<file path="src/rtl/pv_pkg.sv">
package pv_pkg;
  typedef enum logic [1:0] {
    PV_SLEEP  = 2'd0,
    PV_WARMUP = 2'd1,
    PV_CHECK  = 2'd2,
    PV_RECV   = 2'd3
  } pv_state_e;
endpackage

</file>
<file path="src/rtl/pv_edge_sync.sv">
module pv_edge_sync #(
  parameter int STAGES = 2
) (
  input  logic clk,
  input  logic rst,
  input  logic din,
  output logic sync_o,
  output logic edge_o
);
  logic [STAGES-1:0] chain_q;
  logic              prev_q;

  generate
    if (STAGES == 1) begin : g_one
      always_ff @(posedge clk) begin
        if (rst) chain_q <= '0;
        else     chain_q <= din;
      end
    end else begin : g_many
      always_ff @(posedge clk) begin
        if (rst) chain_q <= '0;
        else     chain_q <= {chain_q[STAGES-2:0], din};
      end
    end
  endgenerate

  always_ff @(posedge clk) begin
    if (rst) prev_q <= 1'b0;
    else     prev_q <= chain_q[STAGES-1];
  end

  assign sync_o = chain_q[STAGES-1];
  assign edge_o = chain_q[STAGES-1] ^ prev_q;
endmodule

</file>
<file path="src/rtl/pv_interval_timer.sv">
module pv_interval_timer #(
  parameter int LIM_W = 8
) (
  input  logic             clk,
  input  logic             rst,
  input  logic             run,
  input  logic             edge_i,
  input  logic [LIM_W-1:0] lo,
  input  logic [LIM_W-1:0] hi,
  output logic             edge_ok,
  output logic             edge_bad,
  output logic             overrun
);
  localparam int CW = LIM_W + 1;
  localparam logic [CW-1:0] CMAX = '1;

  logic [CW-1:0] cnt_q;
  logic          armed_q;
  logic          in_win;

  always_ff @(posedge clk) begin
    if (rst || !run) begin
      cnt_q   <= '0;
      armed_q <= 1'b0;
    end else if (edge_i) begin
      cnt_q   <= CW'(1);
      armed_q <= 1'b1;
    end else if (cnt_q != CMAX) begin
      cnt_q   <= cnt_q + 1'b1;
    end
  end

  assign in_win   = (cnt_q >= {1'b0, lo}) && (cnt_q <= {1'b0, hi});
  assign edge_ok  = run && armed_q && edge_i && in_win;
  assign edge_bad = run && armed_q && edge_i && !in_win;
  assign overrun  = run && armed_q && !edge_i && (cnt_q > {1'b0, hi});

  AST_NO_OVERFLOW: assert property (@(posedge clk) disable iff (rst)
    (run && !edge_i && cnt_q == CMAX) |=> (!run || cnt_q == CMAX || $past(edge_i)));
  AST_FIRST_EDGE_ARMS: assert property (@(posedge clk) disable iff (rst)
    (run && !armed_q) |-> (!edge_ok && !edge_bad && !overrun));
  AST_VERDICT_EXCL: assert property (@(posedge clk) disable iff (rst)
    $countones({edge_ok, edge_bad, overrun}) <= 1);
endmodule

</file>
<file path="src/rtl/pv_ctrl.sv">
module pv_ctrl
  import pv_pkg::*;
#(
  parameter int LIM_W          = 8,
  parameter int STARTUP_CYCLES = 16,
  parameter int BIT_STEP       = 3,
  parameter int EDGES_PER_BIT  = 2
) (
  input  logic             clk,
  input  logic             rst,
  input  logic             wake,
  input  logic [1:0]       bit_sel,
  input  logic [LIM_W-1:0] lim_lo_in,
  input  logic [LIM_W-1:0] lim_hi_in,
  input  logic             edge_ok,
  input  logic             edge_bad,
  input  logic             overrun,
  output pv_state_e        state_o,
  output logic [LIM_W-1:0] lim_lo_q,
  output logic [LIM_W-1:0] lim_hi_q,
  output logic             run
);
  localparam int PER_SEL = BIT_STEP * EDGES_PER_BIT;
  localparam int GW      = $clog2(3 * PER_SEL + 1);
  localparam int SW      = (STARTUP_CYCLES > 1) ? $clog2(STARTUP_CYCLES) : 1;

  pv_state_e     state_q;
  logic [SW-1:0] su_q;
  logic [GW-1:0] need_q;
  logic [GW-1:0] good_q;

  always_ff @(posedge clk) begin
    if (rst) begin
      state_q  <= PV_SLEEP;
      su_q     <= '0;
      need_q   <= '0;
      good_q   <= '0;
      lim_lo_q <= '0;
      lim_hi_q <= '0;
    end else begin
      case (state_q)
        PV_SLEEP: begin
          if (wake) begin
            state_q  <= PV_WARMUP;
            su_q     <= SW'(STARTUP_CYCLES - 1);
            need_q   <= GW'(int'(bit_sel) * PER_SEL);
            lim_lo_q <= lim_lo_in;
            lim_hi_q <= lim_hi_in;
            good_q   <= '0;
          end
        end
        PV_WARMUP: begin
          if (su_q == '0) begin
            state_q <= (need_q == '0) ? PV_RECV : PV_CHECK;
          end else begin
            su_q <= su_q - 1'b1;
          end
        end
        PV_CHECK: begin
          if (edge_bad || overrun) begin
            state_q <= PV_SLEEP;
          end else if (edge_ok) begin
            if (GW'(good_q + 1'b1) == need_q) state_q <= PV_RECV;
            good_q <= good_q + 1'b1;
          end
        end
        default: state_q <= PV_RECV;
      endcase
    end
  end

  assign state_o = state_q;
  assign run     = (state_q == PV_CHECK);

  AST_SLEEP_HOLD: assert property (@(posedge clk) disable iff (rst)
    (state_q == PV_SLEEP && !wake) |=> state_q == PV_SLEEP);
  AST_FAIL_SLEEP: assert property (@(posedge clk) disable iff (rst)
    (state_q == PV_CHECK && (edge_bad || overrun)) |=> state_q == PV_SLEEP);
  AST_RECV_STAYS: assert property (@(posedge clk) disable iff (rst)
    (state_q == PV_RECV) |=> state_q == PV_RECV);
  AST_ZERO_SKIPS: assert property (@(posedge clk) disable iff (rst)
    (state_q == PV_WARMUP && need_q == '0) |=> state_q != PV_CHECK);
  AST_CFG_FROZEN: assert property (@(posedge clk) disable iff (rst)
    (state_q != PV_SLEEP && $past(state_q) != PV_SLEEP) |-> $stable(lim_hi_q));
endmodule

</file>
<file path="src/rtl/preamble_validator.sv">
module preamble_validator
  import pv_pkg::*;
#(
  parameter int LIM_W          = 8,
  parameter int STARTUP_CYCLES = 16,
  parameter int SYNC_STAGES    = 2
) (
  input  logic             clk,
  input  logic             rst,
  input  logic             wake,
  input  logic             rx_in,
  input  logic [1:0]       bit_sel,
  input  logic [LIM_W-1:0] lim_lo,
  input  logic [LIM_W-1:0] lim_hi,
  output logic             data_out,
  output logic [1:0]       state_o
);
  pv_state_e        st;
  logic             rx_s, rx_edge, run;
  logic             e_ok, e_bad, e_over;
  logic [LIM_W-1:0] lo_q, hi_q;

  pv_edge_sync #(.STAGES(SYNC_STAGES)) u_sync (
    .clk(clk), .rst(rst), .din(rx_in), .sync_o(rx_s), .edge_o(rx_edge)
  );

  pv_interval_timer #(.LIM_W(LIM_W)) u_timer (
    .clk(clk), .rst(rst), .run(run), .edge_i(rx_edge),
    .lo(lo_q), .hi(hi_q),
    .edge_ok(e_ok), .edge_bad(e_bad), .overrun(e_over)
  );

  pv_ctrl #(
    .LIM_W(LIM_W), .STARTUP_CYCLES(STARTUP_CYCLES),
    .BIT_STEP(3), .EDGES_PER_BIT(2)
  ) u_ctrl (
    .clk(clk), .rst(rst), .wake(wake), .bit_sel(bit_sel),
    .lim_lo_in(lim_lo), .lim_hi_in(lim_hi),
    .edge_ok(e_ok), .edge_bad(e_bad), .overrun(e_over),
    .state_o(st), .lim_lo_q(lo_q), .lim_hi_q(hi_q), .run(run)
  );

  always_ff @(posedge clk) begin
    if (rst) data_out <= 1'b0;
    else     data_out <= (st == PV_RECV) ? rx_s : 1'b0;
  end

  assign state_o = st;

  AST_DATA_QUIET: assert property (@(posedge clk) disable iff (rst)
    (st != PV_RECV) |=> !data_out);
  AST_DATA_FOLLOW: assert property (@(posedge clk) disable iff (rst)
    (st == PV_RECV) |=> data_out == $past(rx_s));
endmodule

</file>
<file path="config.mk">
export PLATFORM = sky130hd
export DESIGN_NAME = preamble_validator
export DESIGN_NICKNAME = d
export VERILOG_FILES = /design/src/rtl/pv_pkg.sv /design/src/rtl/pv_edge_sync.sv /design/src/rtl/pv_interval_timer.sv /design/src/rtl/pv_ctrl.sv /design/src/rtl/preamble_validator.sv
export SDC_FILE = /design/constraint.sdc
export NUM_CORES = 1
export LEC_CHECK = 0
export BUFFER_PORTS_ARGS = -buffer_cell sky130_fd_sc_hd__buf_2
export CORE_ASPECT_RATIO = 0.6
export CORE_MARGIN = 2
export CORE_UTILIZATION = 46
export DETAILED_ROUTE_END_ITERATION = 12
export HOLD_SLACK_MARGIN = 0.12
export MAX_ROUTING_LAYER = met4
export SLEW_MARGIN = 25
export SYNTH_ARGS = -nofsm -noshare
export SYNTH_HDL_FRONTEND = slang
export SYNTH_HIERARCHICAL = 1
export SYNTH_SLANG_ARGS = --single-unit
</file>
<file path="constraint.sdc">
create_clock -name clk -period 3.5 [get_ports clk]
set_input_delay 0.35 -clock clk [delete_from_list [all_inputs] [get_ports clk]]
set_output_delay 0.35 -clock clk [all_outputs]
set_load 0.03 [all_outputs]
</file>
==> results_dict.tcl, run 1 <==
set metrics [dict create \
    path_delay_family "compound AO/OA/AOI/OAI gates" \
    finalMaxSlewViolations 0 \
    cp_max_fo 7 \
    clock_sinks 45 \
    drtAntennaViolNets 0 \
    clk_pin_slew_ns 0.09 \
    initial_core_util 0.472 \
    seq_area_frac_synth 0.379 \
    nFillCells 480 \
    viasPerCell 5.21 \
    die_h_um 59.7 \
    gr-usage-all-layers 0.199 \
    antenna_found_initial 0 \
    grt_max_degree 37 \
    slew_headroom 0.548 \
    route.detailed.drc 0 \
    rsz0062_at_grt "false" \
    post-route-period-util 0.853 \
    ys_types 42 \
    grt_pass1_wl_um 8700 \
    antenna_cells 0 \
    setup_violations 0 \
    core_um2 5030 \
    final_nets 352 \
    wl_met3_um 369 \
    hp-class "in -> reg" \
    peakVddDrop_uv 274 \
    dp_slack_ns 0.564 \
    period_minus_slack_ns 2.98 \
    timing.fmax_mhz 335 \
    worstMarginPinSlew_ns 0.677 \
    dr_wl_met2_um 1870 \
    fin_ws_ns 0.515 \
    ys_dominant_reg_cell "dfxtp_1" \
    dp_hpwl_um 3600 \
    rows 20 \
    critPathLaunchType "register" \
    utilization 0.530 \
    setup_tns_ns 0 \
    syn_to_final_growth_pct 12.3 \
    synth_area_um2 2370 \
    synth_seq_cells 45 \
    ys_async_sr_fraction 0 \
    clockBufferDepth 2 \
    grt_pass1_vias 1755 \
    reg2reg_setup_slack_ns 0.52 \
    cts_made_buffers 5 \
    drive_gt1_frac 0.146 \
    worstPathRequired_ns 3.73 \
    dr.pass1.iters 4 \
    syn_inst 286 \
    slowest_delay_ns 0.53 \
    critPathKind "reg -> reg" \
    cp_common_cell "a211o_1" \
    yosysMostFrequentCell "nand2_1" \
    clockRootBuffer "clkbuf_8" \
    top_layer "met4" \
    wirelength_um 5080 \
    crit_slowest_cell "or4b_1" \
    port-buffer-count 24 \
    synth_common_cells "nand2_1, dfxtp_1, a21oi_1" \
    max_cap_violations 0 \
    post_drt_wl_per_cell_um 13.6 \
    syn_avg_cell_area_um2 8.30 \
    power-per-cell-area_nw_per_um2 575 \
    crit_chain "inv_1 -> ha_1 -> a211o_1 -> a211o_1 -> a41o_2 -> and3_2 -> nor2_1 -> a31oi_2 -> or4b_1 -> a21oi_1" \
    cp-end-kind "register" \
    yosysTopAreaCell "dfxtp_1" \
    netlist.area_leader.share 0.379 \
    cts-resized-gates 0 \
    syn-num-nets 330 \
    holdBufCountCts 0 \
    worstPathArrival_ns 3.22 \
    routabilityCongestion 0.852 \
    yosys-top-cells-area "dfxtp_1, ha_1, a21oi_1" \
    htreeDepth 2 \
    io_pins 25 \
    route.vias.total 1952 \
    ys_warn_count 6 \
    cts_tree "built" \
    critPathBufInv 1 \
    cts_setup_buffers 0 \
    drt-met1-wl_um 2820 \
    finalHoldViolations 0 \
    clk_latency_ns 0.30 \
    clock_skew_ns 0.00866 \
    drt-initial-drc-count 106 \
    overflow 0 \
    power_leakage_nw 1.11 \
    fp.dieW_um 96.8 \
    synth-edff-count 0 \
    dieArea_um2 5770 \
    outcome "complete, no violations" \
]
[layer usage]
layer	GRT usage	vias up
met3	0.0526	2
met5	-	-
met2	0.252	46
met1	0.307	872
met4	0.0423	0
li1	-	1032
[report_power, final]
group          switching (W)  internal, W
Sequential         0.0000666     0.000584
Combinational       0.000281     0.000183
Clock               0.000186     0.000232
Total               0.000534     0.000999
[registers in the layout, indices dropped and copies added (netlist names)]
name             count
data_out             1
u_ctrl/good_q        5
u_ctrl/lim_hi_q      8
u_ctrl/lim_lo_q      8
u_ctrl/need_q        4
u_ctrl/state_o       2
u_ctrl/su_q          4
u_sync/chain_q       2
u_sync/prev_q        1
u_timer/armed_q      1
u_timer/cnt_q        9
[kinds of logic (layout without fill, tap and decap cells)]
logic type | Yosys count | in the layout | share of synthesized area
AO/OA/AOI/OAI | 60 | 60 | 0.150
XOR/XNOR | 13 | 13 | 0.0537
adder cells (fa/ha/maj) | 22 | 22 | 0.116
buffers and inverters | 30 | 53 | 0.0479
flip-flops | 45 | 45 | 0.379
multiplexers | 4 | 4 | 0.0174
AND/OR/NAND/NOR | 112 | 112 | 0.236
[layout make-up]
class	instances	area [um^2]	share of cell area
inverters	20	75.1	0.0282
flip-flops and latches	45	901	0.338
repair buffers	25	128	0.0479
multi-input cells	211	1360	0.510
well taps	66	82.6	0.0310
clock buffers	6	82.6	0.0310
clock inverters	2	37.5	0.0141
[cell usage in the layout (no fill, tap or decap), types with 2 or more instances in the layout]
cell,count
nand2_1,47
dfxtp_1,45
a21oi_1,37
buf_2,24
ha_1,22
nor2_1,20
inv_1,19
nand3_1,9
o21ai_0,9
nor2b_1,7
clkbuf_8,6
or3_1,6
xor2_1,6
xnor2_1,6
nand4_1,3
mux2i_1,3
a211o_1,3
and4b_1,2
and4_1,2
or3b_2,2
or2_2,2
a211oi_1,2
nand2b_1,2
nor3_1,2
a21o_1,2
nand4b_1,2
[final timing paths]
kind,depth (start not counted),end,start
worst max-delay path,10,u_ctrl/good_q[2],u_ctrl/lim_hi_q[7]
worst min-delay path,2,u_sync/chain_q[0],rx_in
worst max register to register,10,u_ctrl/good_q[2],u_ctrl/lim_hi_q[7]
worst min register to register,2,u_ctrl/lim_hi_q[3],u_ctrl/lim_hi_q[3]
[stage by stage]
step           hold slack (ns)  area, um^2  std cells  power, W
2_1_floorplan            0.414        2370        286   0.00100
3_3_place_gp             0.445        2550        367   0.00112
3_5_place_dp             0.448        2550        367   0.00112
4_1_cts                  0.259        2670        375   0.00154
5_1_grt                  0.266        2670        375   0.00165
6_report                 0.258        2670        375   0.00153
No activity file was read; power rests on OpenSTA's default activity.
==> run 2, diff against run 1 <==
CORE_UTILIZATION = 51   (was 46)
PLACE_DENSITY = 0.71   (was unset)
==> run 2 against run 1 <==
First-iteration DRC count fell by 8.5%; via count rose by 1.0%; wire length fell by 1.7%; sequential power fell by 0.6%; highest routed layer unchanged.
==> results_dict.tcl, run 2 (same netlist as run 1, synthesis figures left out) <==
set metrics [dict create \
    hold_ws_ns 0.255 \
    outcome "complete, no violations" \
    grt_pass1_vias 1697 \
    overflow 0 \
    cp_max_fo 7 \
    htreeDepth 2 \
    wirelength_um 5000 \
    io_pins 25 \
    regArea_um2 901 \
    worstPathRequired_ns 3.74 \
    cts_made_buffers 5 \
    die_h_um 56.9 \
    slew_headroom 0.581 \
    clockRootBuffer "clkbuf_8" \
    cp-end-kind "register" \
    port-buffer-count 24 \
    period_minus_slack_ns 2.95 \
    clock_sinks 45 \
    clk_latency_ns 0.31 \
    viasPerCell 5.29 \
    initial_core_util 0.526 \
    nFillCells 441 \
    timing.fmax_mhz 339 \
    multi_input_area_um2 1360 \
    dr.pass1.iters 4 \
    max_cap_violations 0 \
    syn_to_final_growth_pct 13.0 \
    drtAntennaViolNets 0 \
    clockBufferDepth 2 \
    worstMarginPinSlew_ns 0.628 \
    mostFrequentLayoutCells "nand2_1, dfxtp_1, a21oi_1, buf_2, ha_1" \
    route.vias.total 1972 \
    reg_top3 "u_timer/cnt_q x9, u_ctrl/lim_hi_q x8, u_ctrl/lim_lo_q x8" \
    grt_max_degree 37 \
    largest_reg_flops 9 \
    antenna_found_initial 0 \
    antenna_cells 0 \
    cts-resized-gates 0 \
    cts_setup_buffers 0 \
    power_leakage_nw 1.13 \
    final_common_cell "nand2_1" \
    grt_pass1_wl_um 8220 \
    dp_hpwl_um 3650 \
    fp.dieW_um 92.1 \
    critPathLaunchType "register" \
    finalMaxSlewViolations 0 \
    hp-class "in -> reg" \
    peakVddDrop_uv 294 \
    rsz0062_at_grt "false" \
    route.detailed.drc 0 \
    setup_violations 0 \
    drt-initial-drc-count 97 \
    clock_skew_ns 0.0106 \
    holdBufCountCts 0 \
    critPathKind "reg -> reg" \
    regMostFlops "u_timer/cnt_q" \
    final_nets 353 \
    setup_tns_ns 0 \
    drive_gt1_frac 0.148 \
    rows 19 \
    routabilityCongestion 0.879 \
    power-per-cell-area_nw_per_um2 589 \
    reg2reg_setup_slack_ns 0.55 \
    finalHoldViolations 0 \
    core_um2 4520 \
    dieArea_um2 5240 \
    clk_pin_slew_ns 0.09 \
    post_drt_wl_per_cell_um 13.4 \
    worstPathArrival_ns 3.20 \
    gr-usage-all-layers 0.211 \
    cts_tree "built" \
    post-route-period-util 0.844 \
]
run 2: cell types whose count changed in the layout (fill, tap and decap cells not counted):
| cell | before | now |
|---|---|---|
| bufinv_16 | 1 | 2 |
| clkinv_2 | 0 | 1 |
| buf_4 | 1 | 2 |
| clkbuf_8 | 6 | 5 |
| clkinvlp_4 | 1 | 0 |
run 2: worst max-delay path: stages (launching register included):
cell     delay (ns)
dfxtp_1        0.33
inv_1          0.04
ha_1           0.31
a211o_1        0.31
a211o_1        0.22
a41o_2         0.25
and3_2         0.18
nor2_1         0.38
a31oi_2        0.20
or4b_1         0.52
a21oi_1        0.14
run 2: worst paths after layout:
kind,startpoint,to,cells past startpoint
setup / recovery,u_ctrl/lim_hi_q[7],u_ctrl/good_q[2],10
hold / removal,rx_in,u_sync/chain_q[0],2
setup reg to reg,u_ctrl/lim_hi_q[7],u_ctrl/good_q[2],10
hold reg to reg,u_ctrl/lim_lo_q[1],u_ctrl/lim_lo_q[1],2
run 2: metrics by stage:
step,utilization,area [um^2],setup slack [ns],power (W),instances
final,0.594,2680,0.547,0.00158,373
after global routing,0.594,2680,0.390,0.00168,373
after CTS,0.594,2680,0.585,0.00159,373
after detailed placement,0.565,2550,0.595,0.00112,365
after global placement,0.565,2550,0.685,0.00111,365
after floorplan,-,2370,0.805,0.00100,286
run 2: power by group:
group	switching [W]	internal (W)
sequential	0.0000627	0.000584
combinational	0.000285	0.000184
clock	0.000183	0.000284
run 2: final cells by class:
cell class / count / share of cell area
clock buffers: 5 / 0.0256
flip-flops and latches: 45 / 0.336
well taps: 63 / 0.0294
clock inverters: 3 / 0.0242
inverters: 20 / 0.0280
repair buffers: 26 / 0.0503
multi-input cells: 211 / 0.507
run 2: layer usage:
layer  part of all wire  global-route usage  up-vias
met2               0.39               0.268       35
met3              0.037              0.0497        6
met1               0.56               0.319      900
met4              0.012              0.0768        0
met5                  0                   -        -
li1                   -                   -     1031
